### config.mk
export PLATFORM = sky130hd
export DESIGN_NAME = sdram_init_seq
export DESIGN_NICKNAME = d
export VERILOG_FILES = /design/src/rtl/sdram_init_seq.sv
export SDC_FILE = /design/constraint.sdc
export NUM_CORES = 1
export LEC_CHECK = 0
export BUFFER_PORTS_ARGS = -buffer_cell sky130_fd_sc_hd__buf_2
export CORE_MARGIN = 8
export CORE_UTILIZATION = 55
export DETAILED_ROUTE_END_ITERATION = 7
export PLACE_DENSITY = 0.76
export SYNTH_ARGS = -nofsm -noshare
export SYNTH_HDL_FRONTEND = slang
export SYNTH_SLANG_ARGS = --single-unit
### constraint.sdc
create_clock -name clk -period 4.1 [get_ports clk]
set_clock_uncertainty 0.2 [all_clocks]
set_input_delay 0.41 -clock clk [delete_from_list [all_inputs] [get_ports clk]]
set_output_delay 0.41 -clock clk [all_outputs]
set_load 0.01 [all_outputs]
### src/rtl/sdram_init_seq.sv
module sdram_init_seq #(
  parameter int T_STARTUP = 5000,
  parameter int T_RP      = 3,
  parameter int T_RFC     = 8,
  parameter int N_REFRESH = 8,
  parameter int T_MRD     = 2,
  parameter int T_REFI    = 780,
  parameter int CAS_LAT   = 3,
  parameter int ADDR_W    = 12,
  parameter int BA_W      = 2
) (
  input  logic              clk,
  input  logic              rst_n,
  input  logic              start,
  input  logic              refresh_on,
  input  logic              refresh_ack,
  output logic              cke,
  output logic              cs_n,
  output logic              ras_n,
  output logic              cas_n,
  output logic              we_n,
  output logic [BA_W-1:0]   ba,
  output logic [ADDR_W-1:0] addr,
  output logic              init_done,
  output logic              refresh_req
);

  localparam int MAXT = (T_STARTUP > T_RFC) ? T_STARTUP : T_RFC;
  localparam int CW   = $clog2(MAXT + 1) + 1;
  localparam int RW   = $clog2(T_REFI + 1) + 1;
  localparam int NW   = $clog2(N_REFRESH + 1) + 1;
  localparam logic [ADDR_W-1:0] MODE_WORD = ADDR_W'(CAS_LAT << 4);

  typedef enum logic [3:0] {
    S_IDLE, S_PWR, S_PRE, S_TRP, S_REF, S_TRFC, S_MRS, S_TMRD, S_DONE
  } state_t;

  state_t        state;
  logic [CW-1:0] cnt;
  logic [NW-1:0] nref;
  logic [RW-1:0] rcnt;
  logic          pend;

  always_ff @(posedge clk) begin
    if (!rst_n) begin
      state       <= S_IDLE;
      cnt         <= '0;
      nref        <= '0;
      rcnt        <= '0;
      pend        <= 1'b0;
      refresh_req <= 1'b0;
    end else begin
      refresh_req <= 1'b0;
      case (state)
        S_IDLE: if (start) begin
          if (refresh_on) begin
            state <= S_DONE;
            rcnt  <= RW'(T_REFI - 1);
          end else begin
            state <= S_PWR;
            cnt   <= CW'(T_STARTUP - 1);
          end
        end
        S_PWR: if (cnt == 0) state <= S_PRE; else cnt <= cnt - 1'b1;
        S_PRE: begin
          state <= S_TRP;
          cnt   <= CW'(T_RP - 1);
        end
        S_TRP: if (cnt == 0) begin
          state <= S_REF;
          nref  <= '0;
        end else cnt <= cnt - 1'b1;
        S_REF: begin
          state <= S_TRFC;
          cnt   <= CW'(T_RFC - 1);
          nref  <= nref + 1'b1;
        end
        S_TRFC: if (cnt == 0) state <= (nref == NW'(N_REFRESH)) ? S_MRS : S_REF;
                else cnt <= cnt - 1'b1;
        S_MRS: begin
          state <= S_TMRD;
          cnt   <= CW'(T_MRD - 1);
        end
        S_TMRD: if (cnt == 0) begin
          state <= S_DONE;
          rcnt  <= RW'(T_REFI - 1);
          pend  <= 1'b0;
        end else cnt <= cnt - 1'b1;
        S_DONE: begin
          if (pend) begin
            if (refresh_ack) begin
              pend <= 1'b0;
              rcnt <= RW'(T_REFI - 1);
            end
          end else if (rcnt == 0) begin
            refresh_req <= 1'b1;
            pend        <= 1'b1;
          end else rcnt <= rcnt - 1'b1;
        end
        default: state <= S_IDLE;
      endcase
    end
  end

  assign cke       = (state != S_IDLE);
  assign init_done = (state == S_DONE);
  assign ba        = '0;

  always_comb begin
    {cs_n, ras_n, cas_n, we_n} = 4'b1111;
    addr = '0;
    case (state)
      S_PRE: begin
        {cs_n, ras_n, cas_n, we_n} = 4'b0010;
        addr[10] = 1'b1;
      end
      S_REF: {cs_n, ras_n, cas_n, we_n} = 4'b0001;
      S_MRS: begin
        {cs_n, ras_n, cas_n, we_n} = 4'b0000;
        addr = MODE_WORD;
      end
      default: ;
    endcase
  end

  a_r1_idle_quiet: assert property (@(posedge clk) disable iff (!rst_n)
    !cke |-> (cs_n && !init_done && !refresh_req));

  a_r3_pre_a10: assert property (@(posedge clk) disable iff (!rst_n)
    (!cs_n && !ras_n && cas_n && !we_n) |-> addr[10]);

  a_r4_pre_gap: assert property (@(posedge clk) disable iff (!rst_n)
    (!cs_n && !ras_n && cas_n && !we_n) |=> cs_n);

  a_r6_mode_word: assert property (@(posedge clk) disable iff (!rst_n)
    (!cs_n && !ras_n && !cas_n && !we_n) |-> (addr == MODE_WORD && ba == '0));

  a_r7_done_sticky: assert property (@(posedge clk) disable iff (!rst_n)
    init_done |=> init_done);

  a_r7_no_cmd_done: assert property (@(posedge clk) disable iff (!rst_n)
    init_done |-> cs_n);

  a_r9_req_pulse: assert property (@(posedge clk) disable iff (!rst_n)
    refresh_req |=> !refresh_req);

  a_r9_req_after_done: assert property (@(posedge clk) disable iff (!rst_n)
    refresh_req |-> init_done);

endmodule

; ---- Word-level counts from Yosys, hierarchy flattened
; Cells that the tools add are included.
[classes]
muxes = 31
n_addsub = 3
reduce_logical = 18
n_bitwise = 2
eq_ne = 19
[ops]
columns = operator, count
row1 = $pmux 14 s5, 1
row2 = $mux 11, 6
row3 = $mux 14, 3
row4 = $pmux 4 s9, 1
row5 = $pmux 11 s3, 1
row6 = $mux 4, 6
row7 = $eq 4x3->1 const B, 4
row8 = $ne 2x2->1 const B, 8
row9 = $logic_not 14->1, 1
row10 = $sub 14x1->14 const B, 1
row11 = $reduce_and 6->1, 2
row12 = $logic_not 11->1, 1
row13 = $sub 11x1->11 const B, 1
row14 = $pmux 5 s2, 1
row15 = $eq 4x2->1 const B, 2
row16 = $mux 1, 8
row17 = $mux 6, 1
row18 = $ne 3x3->1 const B, 2
row19 = $reduce_or 3->1, 2
row20 = $add 5x1->5 const B, 1
row21 = $eq 5x4->1 const B, 1
row22 = $mux 5, 1
row23 = $reduce_bool 5->1, 1
row24 = $eq 4x1->1 const B, 1
row25 = 12 further kinds, 16
[word_totals]
reg_bits = 36
inputBits = 5

; ---- Longest topological paths before layout
[logic_depth]
word_depth = 4
ltp_mapped = 9

; ---- Least setup slack after synthesis
; Ideal clock, no wire load.
[synth_path]
path_type = register to register
from = reg rcnt[0]
to = reg rcnt[3]
arrival_ns = 1.863
path_stages_with_launch = 8
required_time_ns = 3.781
setup_slack_ns = 1.919
period_less_slack_ns = 2.181
path_cell_list = dfxtp_1 > inv_1 > ha_1 > or3b_2 > nor4_4 > or4_1 > a21oi_1 > o221a_1
[synth_between]
elab_chain_len = 4
word_cells_on_any_way = 7
cone_classes = add/sub: 1 / eq/ne: 1 / mux: 3 / reduce/logical: 2
[synth_rtl]
columns = element, line
row1 = start: declaration, 41  ; logic [RW-1:0] rcnt;
row2 = start signal: assignment, 58  ; rcnt <= RW'(T_REFI - 1);
row3 = start signal: assignment, 86  ; rcnt <= RW'(T_REFI - 1);
row4 = start signal: assignment, 93  ; rcnt <= RW'(T_REFI - 1);
row5 = $sub 11x1->11, 98  ; end else rcnt <= rcnt - 1'b1;
row6 = $mux 11, 95  ; end else if (rcnt == 0) begin
row7 = $mux 11, 90  ; if (pend) begin
row8 = $pmux 11 s3, 54  ; case (state)
; Several ways; a longest one is shown, not always the timed one. The select of a mux whose other input is x is not followed.
; A chain may end at the register's enable or synchronous reset.

; ---- Worst setup path in the final report
[layout_path]
from = reg cnt[0]
to = reg rcnt[8]
[layout_between]
elab_chain_len = 3
[layout_rtl]
columns = element, line
row1 = start: declaration, 39  ; logic [CW-1:0] cnt;
row2 = start signal: assignment, 61  ; cnt <= CW'(T_STARTUP - 1);
row3 = start signal: assignment, 67  ; cnt <= CW'(T_RP - 1);
row4 = start signal: assignment, 72  ; end else cnt <= cnt - 1'b1;
row5 = $logic_not 14->1, 84  ; S_TMRD: if (cnt == 0) begin
row6 = $ne 2x2->1 (no line), -
row7 = $reduce_and 6->1 (no line), -
row8 = end signal: assignment, 86
row9 = end signal: assignment, 93
row10 = end signal: assignment, 98
; Every way passes these cells.

==> summary.txt <==
Critical path
  – Max FO, Critical Path: 15
  – Arr. time, crit path: 2830 ps
  – Data required, critical path: 4070 ps
  – CP bufs+invs: 1
  – Crit path max-delay cell type: and4_1
  – Critical path type: flop to flop
  – Cell family with most CP delay: simple AND/OR/NAND/NOR gates
  – Crit path from: cnt[0]$_SDFFE_PN0P_
  – Setup crit start kind: flop
  – CP cell instances: inv_1 > ha_1 > nor4b_2 > and4_1 > o211ai_1 > o41ai_2 > a21oi_1
  – RR Startpoint: cnt[0]$_SDFFE_PN0P_
  – Slowest cell delay on critical path: 620 ps
  – Crit. End Element: flop

Logic synthesis
  – Synthesized cell area: 0.002175 mm2
  – Yosys warns: 0
  – Top cells by area, synth: dfxtp_1, nor2_1, buf_4, nand2_1, a21oi_1
  – Primary FF master, synth: dfxtp_1
  – Seq/Total Area, Yosys: 33.14%
  – Area leader, netlist: dfxtp_1
  – Synth top area share: 33.14%
  – Number of flops mapped to enable cells by yosys: 0
  – Syn Inst Count: 266
  – Ys async rst share: 0%
  – Post-synthesis cell type count: 56
  – Syn Area/Cell: 8.175 um2
  – Register bit total from synthesis: 36

Cells and area
  – Multi-input combinational cell area: 0.001291 mm2
  – # diodes: 0
  – Number of fillers in the final layout: 374
  – Area Growth Syn to Fin: 5.638%
  – Fin util: 58.70%
  – Share of cells above drive strength 1: 12.87%
  – Final cell count without fillers: 322
  – Post-route cell area: 0.002297 mm2
  – Register Area: 720.7 um2
  – Final nets: 280

Clocking
  – CTS Hold Buffers Added: 0
  – Worst skew pair latency: 280 ps
  – Post-cts sizing count: 0
  – Clk pin slew, worst setup/hold paths: 70 ps
  – Clk sink count: 36
  – Clock root buffer: clkbuf_8
  – CTS tree: built
  – H-tree depth: 2
  – Clock Path Buffers: 2
  – Postcts setup bufs: 0
  – Cts bufs inserted: 5

STA
  – Final setup margin: 1241 ps
  – Setup violators final: 0
  – Period utilization: 69.73%
  – Minimum clock period: 2859 ps
  – Final hold vios: 0
  – Hold_ws: 278.2 ps
  – Max Fclk: 0.3498 GHz
  – Max Slew Vio Count: 0
  – Worst slew pin tran: 917.4 ps
  – Setup TNS: 0 ps
  – RSZ-0062 raised after global routing: no
  – Rel. slew slack: 38.57%

Route
  – Wirelength per Cell: 13.56 um
  – DRT Pass-1 Iters: 4
  – DRT iter0 DRCs: 113
  – Routed Antenna Nets: 0
  – DRC viols: 0
  – Routed vias/inst: 5.724
  – Via Count: 1843
  – Routed wire length: 4.367 mm

Die
  – Die Area: 0.006222 mm2
  – Height of the die: 78.88 um
  – Die width: 78.88 um
  – FP Rows: 23
  – Core Area: 0.003914 mm2
  – Initial cell density of the core: 55.56%
  – I/O Pins: 26

Status
  – Outcome: completed

Power
  – VDD IR max: 0.2137 mV
  – Pwr Total: 1.144 mW
  – Pwr dens: 498.2 mW/mm2
  – Leak: 0.8536 nW

Global routing
  – Initial antenna violation count: 0
  – GR peak layer: met2
  – Met3 global-route usage: 4.063%
  – Largest net degree at the start of global routing: 27
  – Number of global-route vias before repair: 1738
  – First-pass GRT wire length: 7.610 mm
  – Gr usage total: 14.50%
  – Global Route met1 Usage: 18.06%
  – Met2 Usage GRT: 23.45%
  – GRT overflow: 0

Placement
  – Hpwl dp: 3.177 mm
  – Setup WS pre-CTS: 1261 ps
  – Gpl congestion: 0.8412
  – Number of port buffers: 14
  – Cell Area, Placed: 0.002186 mm2
  – Dpl cells: 314

Min path
  – HP Start: rcnt[8]$_SDFFE_PN0P_
  – HP Class: flop to flop

Job
  – Max Cap Viol: 0
## synth_stat cells, drive strengths merged, types with 5 or more instances
master  instances
or3             8
dfxtp          36
inv             7
o211ai          5
buf            23
nor3            9
nor2           31
nand2b         10
nand2          20
a21oi          13
xnor2           7
a21boi          5
a211oi          7
nand3           6
o21ai          13
## state kept, by name (all words and copies together), names as in the netlist
signal and count:
pend 1, state 4, nref 5, cnt 14, refresh_req 1, rcnt 11
## worst paths after layout
path,end,slack [ps],cells past startpoint
worst max-delay path,rcnt[8]$_SDFFE_PN0P_,1240,7
worst min-delay path,rcnt[8]$_SDFFE_PN0P_,280,2
worst max register to register,rcnt[8]$_SDFFE_PN0P_,1240,7
worst min register to register,rcnt[8]$_SDFFE_PN0P_,280,2
## worst register-to-register path, stage by stage (launching register included)
cell	delay (ps)
dfxtp_1	330
inv_1	80
ha_1	200
nor4b_2	380
and4_1	620
o211ai_1	450
o41ai_2	390
a21oi_1	90
## cell type report
cell class / count / share of cell area [%]
Inverter: 9 / 1.471
Clock inverter: 3 / 1.852
Tap cell: 50 / 2.723
Clock buffer: 5 / 2.996
Multi-Input combinational cell: 204 / 56.21
Sequential cell: 36 / 31.37
Timing Repair Buffer: 15 / 3.377
## cell families after synthesis
| kind of cell | count (synthesis) | synth area share [%] |
|---|---|---|
| simple gates | 109 | 27.50 |
| compound gates | 68 | 22.73 |
| flops | 36 | 33.14 |
| buf+inv | 36 | 9.206 |
| xor+xnor | 11 | 4.430 |
| fa+ha+maj | 4 | 2.302 |
| other cells | 1 | 0.1724 |
| mux | 1 | 0.5178 |
## layer usage
layer	up-vias	routed length, um
met4	0	51
met5	-	0
met3	5	287
li1	941	-
met1	849	2088
met2	48	1940
## cells in the final DEF (no fill, tap or decap), drive strengths merged, types with 5 or more instances in the layout
| master | count |
|---|---|
| dfxtp | 36 |
| xnor2 | 7 |
| a21boi | 5 |
| o21ai | 13 |
| nand2b | 10 |
| or3 | 8 |
| conb | 11 |
| o211ai | 5 |
| nor3 | 9 |
| a21oi | 13 |
| inv | 7 |
| nand3 | 6 |
| a211oi | 7 |
| buf | 15 |
| nand2 | 20 |
| nor2 | 31 |
| clkbuf | 5 |
## report_power, final
group / switching, mW / total, mW / internal (mW)
Sequential: 0.0577 / 0.451 / 0.393
Clock: 0.124 / 0.304 / 0.180
Combinational: 0.232 / 0.389 / 0.157
Total: 0.414 / 1.14 / 0.730
Power figures use the tool's default switching activity.
